$ cat src/rtl/bsh_pkg.sv
package bsh_pkg;

  typedef enum logic [1:0] {
    OP_LSL = 2'b00,
    OP_LSR = 2'b01,
    OP_ASR = 2'b10,
    OP_ROR = 2'b11
  } bsh_op_e;

  // Classification of the shift distance relative to the word width
  typedef struct packed {
    logic zero;   // distance is 0
    logic full;   // distance equals the word width
    logic over;   // distance exceeds the word width
    logic sat;    // distance is at least the word width
  } amt_class_t;

endpackage

$ cat src/rtl/bsh_amt_decode.sv
module bsh_amt_decode
  import bsh_pkg::*;
#(
  parameter int DATA_W = 32,
  parameter int AMT_W  = 8
) (
  input  logic [AMT_W-1:0]           amt_i,
  output amt_class_t                 cls_o,
  output logic [$clog2(DATA_W)-1:0]  k_o
);
  localparam int SH_W = $clog2(DATA_W);
  localparam logic [AMT_W-1:0] WIDTH_AMT = AMT_W'(DATA_W);

  always_comb begin
    cls_o.zero = (amt_i == '0);
    cls_o.full = (amt_i == WIDTH_AMT);
    cls_o.over = (amt_i > WIDTH_AMT);
    cls_o.sat  = cls_o.full | cls_o.over;
  end

  // Distance modulo the word width, used by every in-range shift and by rotate
  assign k_o = amt_i[SH_W-1:0];

endmodule

$ cat src/rtl/bsh_core.sv
module bsh_core #(
  parameter int DATA_W = 32
) (
  input  logic [DATA_W-1:0]          din,
  input  logic [$clog2(DATA_W)-1:0]  k,
  input  logic                       rotate,
  input  logic                       fill,
  output logic [DATA_W-1:0]          dout
);
  localparam int SH_W = $clog2(DATA_W);

  logic [DATA_W-1:0] stage [SH_W+1];

  assign stage[0] = din;

  // One right-shift stage per distance bit; vacated bits take either the
  // wrapped-around bits (rotate) or the fill value.
  generate
    for (genvar s = 0; s < SH_W; s++) begin : g_stage
      localparam int D = 1 << s;
      logic [DATA_W-1:0] moved;

      always_comb begin
        for (int b = 0; b < DATA_W; b++) begin
          if (b + D < DATA_W) moved[b] = stage[s][(b + D) % DATA_W];
          else                moved[b] = rotate ? stage[s][(b + D) % DATA_W] : fill;
        end
      end

      assign stage[s+1] = k[s] ? moved : stage[s];
    end
  endgenerate

  assign dout = stage[SH_W];

endmodule

$ cat src/rtl/bsh_carry_pick.sv
module bsh_carry_pick #(
  parameter int DATA_W = 32
) (
  input  logic [DATA_W-1:0]          src,
  input  logic [$clog2(DATA_W)-1:0]  k,
  output logic                       bit_o
);
  localparam int SH_W = $clog2(DATA_W);

  // Last bit moved past the low end; k = 0 wraps to the top bit, which is
  // the carry for a full-width shift and for a rotate by a multiple of the width.
  logic [SH_W-1:0] idx;
  assign idx   = k - SH_W'(1);
  assign bit_o = src[idx];

endmodule

$ cat src/rtl/barrel_shift_carry.sv
module barrel_shift_carry
  import bsh_pkg::*;
#(
  parameter int DATA_W = 32,
  parameter int REG_W  = 32,
  parameter int AMT_W  = 8
) (
  input  logic [DATA_W-1:0] opnd_i,
  input  logic [REG_W-1:0]  amt_reg_i,
  input  logic [1:0]        op_i,
  input  logic              carry_i,
  output logic [DATA_W-1:0] result_o,
  output logic              carry_o
);
  localparam int SH_W = $clog2(DATA_W);

  bsh_op_e            op;
  logic [AMT_W-1:0]   amt;
  amt_class_t         cls;
  logic [SH_W-1:0]    k;
  logic [DATA_W-1:0]  rev_in, core_in, core_out, rev_out, aligned;
  logic               sign, logical, edge_bit;

  assign op      = bsh_op_e'(op_i);
  assign amt     = amt_reg_i[AMT_W-1:0];
  assign sign    = opnd_i[DATA_W-1];
  assign logical = (op == OP_LSL) || (op == OP_LSR);

  bsh_amt_decode #(.DATA_W(DATA_W), .AMT_W(AMT_W)) u_dec (
    .amt_i (amt),
    .cls_o (cls),
    .k_o   (k)
  );

  // Left shifts run through the right-shift network on a mirrored word
  generate
    for (genvar i = 0; i < DATA_W; i++) begin : g_mirror
      assign rev_in[i]  = opnd_i[DATA_W-1-i];
      assign rev_out[i] = core_out[DATA_W-1-i];
    end
  endgenerate

  assign core_in = (op == OP_LSL) ? rev_in : opnd_i;

  bsh_core #(.DATA_W(DATA_W)) u_core (
    .din    (core_in),
    .k      (k),
    .rotate (op == OP_ROR),
    .fill   ((op == OP_ASR) && sign),
    .dout   (core_out)
  );

  assign aligned = (op == OP_LSL) ? rev_out : core_out;

  bsh_carry_pick #(.DATA_W(DATA_W)) u_pick (
    .src   (core_in),
    .k     (k),
    .bit_o (edge_bit)
  );

  always_comb begin
    if (cls.zero) begin
      result_o = opnd_i;
      carry_o  = carry_i;
    end else if (op == OP_ROR) begin
      result_o = aligned;
      carry_o  = edge_bit;
    end else if (cls.sat) begin
      if (op == OP_ASR) begin
        result_o = {DATA_W{sign}};
        carry_o  = sign;
      end else begin
        result_o = '0;
        carry_o  = logical && cls.full && edge_bit;
      end
    end else begin
      result_o = aligned;
      carry_o  = edge_bit;
    end
  end

endmodule

$ cat config.mk
export PLATFORM = sky130hd
export DESIGN_NAME = barrel_shift_carry
export DESIGN_NICKNAME = d
export VERILOG_FILES = /design/src/rtl/bsh_pkg.sv /design/src/rtl/bsh_amt_decode.sv /design/src/rtl/bsh_core.sv /design/src/rtl/bsh_carry_pick.sv /design/src/rtl/barrel_shift_carry.sv
export SDC_FILE = /design/constraint.sdc
export NUM_CORES = 1
export LEC_CHECK = 0
export BUFFER_PORTS_ARGS = -buffer_cell sky130_fd_sc_hd__buf_4
export CAP_MARGIN = 20
export CORE_UTILIZATION = 46
export DETAILED_ROUTE_END_ITERATION = 6
export PLACE_DENSITY = 0.82
export REMOVE_ABC_BUFFERS = 1
export SLEW_MARGIN = 40
export SYNTH_ARGS = -nofsm -noshare
export SYNTH_HDL_FRONTEND = slang
export SYNTH_SLANG_ARGS = --single-unit
$ cat constraint.sdc
create_clock -name vclk -period 4.2
set_input_delay 0.84 -clock vclk [all_inputs]
set_output_delay 0.84 -clock vclk [all_outputs]
set_load 0.005 [all_outputs]
==> flow_metrics.py <==
metrics = {
    "worst_hold_path": {
        "min_path_type": "in2out",
    },
    "route": {
        "dr.pass1.iters": 7,
        "wirelength_um": 21510,
        "via_per_inst": 7.682,
        "ant_nets": 0,
        "drc_errors": 0,
        "drt_iter0_drc": 823,
        "wire_per_inst_um": 28.71,
        "num_vias": 5754,
    },
    "logic_synthesis": {
        "yosysMostFrequentCell": "mux4_2",
        "synthesis.area_um2": 4128,
        "avgSynthCellArea_um2": 8.339,
        "yosysSeqAreaShare": 0,
        "syn_inst": 495,
        "synth_common_cells": "67 x mux4_2, 47 x nor2_1, 41 x nand2_1",
        "ys_types": 61,
        "synth_top_cell_area_share": 0.3656,
        "yosys_warnings": 0,
        "yosysTopAreaCell": "mux4_2",
        "synth_area_leaders": "mux4_2 37%, mux2i_1 6.3%, a21oi_1 4.8%",
    },
    "power_and_ir_drop": {
        "p_clk_frac": 0,
        "internal_power_mw": 0.4628,
        "power_switching_mw": 0.4978,
        "seqPwrFrac": 0,
        "combPwrFrac": 1.000,
        "p_leak_nw": 2.320,
        "netSwitchingFraction": 0.5182,
        "ir_worst_vdd_uv": 96.67,
        "total_power_mw": 0.9606,
        "p_per_area_nw_per_um2": 164.0,
    },
    "setup_path": {
        "crit_type": "in2out",
        "critPathLaunchType": "input port",
        "crit_arrival_ns": 3.42,
        "end_kind": "output port",
        "required_ns": 3.36,
        "crit_fanout": 7,
    },
    "layout": {
        "postLayoutCellArea_um2": 5858,
        "ff_latch_area_um2": 0,
        "num_antenna_cells": 0,
        "nets": 712,
        "nFlopsAndLatches": 0,
        "nClkBuffers": 0,
        "instances_no_fill": 749,
        "drive_gt1_frac": 0.5117,
        "fillers": 736,
        "area_growth_pct": 41.92,
        "post-route-util": 0.6717,
    },
    "place": {
        "place_hpwl_um": 16860,
        "portBuffers": 76,
        "dpl_worst_slack_ns": -0.1721,
        "dpl.cell_count": 741,
        "dpl-instance-area_um2": 5479,
        "globalplace.congestion": 1.086,
    },
    "global_routing": {
        "antenna_found_initial": 0,
        "track_usage": 0.4475,
        "grt_start_max_net_pins": 23,
        "grt_pass1_vias": 5622,
        "grt_pass1_wl_um": 32330,
        "overflow": 0,
    },
    "die": {
        "start_util": 0.4733,
        "dieWidth_um": 96.73,
        "die-area_um2": 9356,
        "io_pins": 100,
        "core_um2": 8721,
        "num_rows": 34,
        "die_h_um": 96.73,
    },
    "timing": {
        "hold_violations": 0,
        "hold_slack_ns": 2.022,
        "finalSetupViolCount": 5,
        "fmax_mhz": 234.7,
        "post-route-period-util": 1.014,
        "tns_ns": -0.1642,
        "slew_viol_final": 0,
        "min_period_ns": 4.260,
        "worst_pin_slew_ns": 0.6434,
        "fin_ws_ns": -0.06034,
        "max_slew_margin": 0.5706,
        "grt_setup_unrepaired": "true",
    },
    "status": {
        "violations": "negative setup slack",
        "outcome": "complete, but fails checks",
    },
    "flow_run": {
        "cap_violations": 0,
    },
}
==> path summary, 6_finish.rpt <==
check	from	end	slack, ns	cells past startpoint
worst min-delay path	carry_i	carry_o	2.02	4
worst max-delay path	op_i[1]	result_o[9]	-0.06	9
==> placed cells by master, fill, tap and decap left out, types with 12 or more instances in the layout <==
cell type  instances
a31oi_1           14
a22oi_1           16
o21ai_0           27
mux2i_1           16
nand2_1           41
mux4_2            67
buf_4            187
o22ai_1           12
a21oi_1           30
nor2_1            45
==> kinds of logic after synthesis <==
| group | Yosys count | share of synthesized area |
|---|---|---|
| AO/OA/AOI/OAI | 203 | 0.3350 |
| AND/OR/NAND/NOR | 132 | 0.1443 |
| multiplexers | 101 | 0.4504 |
| buffers and inverters | 54 | 0.05789 |
| XOR/XNOR | 3 | 0.006367 |
| adder cells (fa/ha/maj) | 2 | 0.006061 |
==> layer usage <==
metal | share of wire | global-route usage | vias up
met5 | 0 | 0 | -
met4 | 0.072 | 0.2480 | 0
met3 | 0.15 | 0.1257 | 124
met2 | 0.44 | 0.6869 | 565
met1 | 0.35 | 0.5680 | 2708
li1 | - | - | 2357
==> power groups by stage <==
stage	combinational [mW]	clock, mW	sequential (mW)
after floorplan	0.440	0	0
after global routing	0.997	0	0
after detailed placement	0.848	0	0
after global placement	0.841	0	0
final	0.961	0	0
after CTS	0.888	0	0
==> worst max-delay path, stage by stage <==
cell,delay (ns)
buf_8,0.11
or2_4,0.30
buf_12,0.16
mux4_2,0.52
mux4_2,0.51
mux4_2,0.49
o2bb2ai_2,0.14
o221a_1,0.21
buf_4,0.14
==> area by class of cell <==
class | count | area [um^2] | area share
repair buffers | 195 | 1535 | 0.2621
multi-input cells | 441 | 4169 | 0.7117
inverters | 5 | 18.77 | 0.003204
well taps | 108 | 135.1 | 0.02307
==> what timing repair did <==
action                     4_1_cts  5_1_grt
resized for setup               29       38
buffers inserted                 4        4
setup endpoints to repair       24       24
hold buffers                     0        0
pin swaps                        7       15
cloned                           1        0
Note: power is estimated with default switching activity, not from simulation.
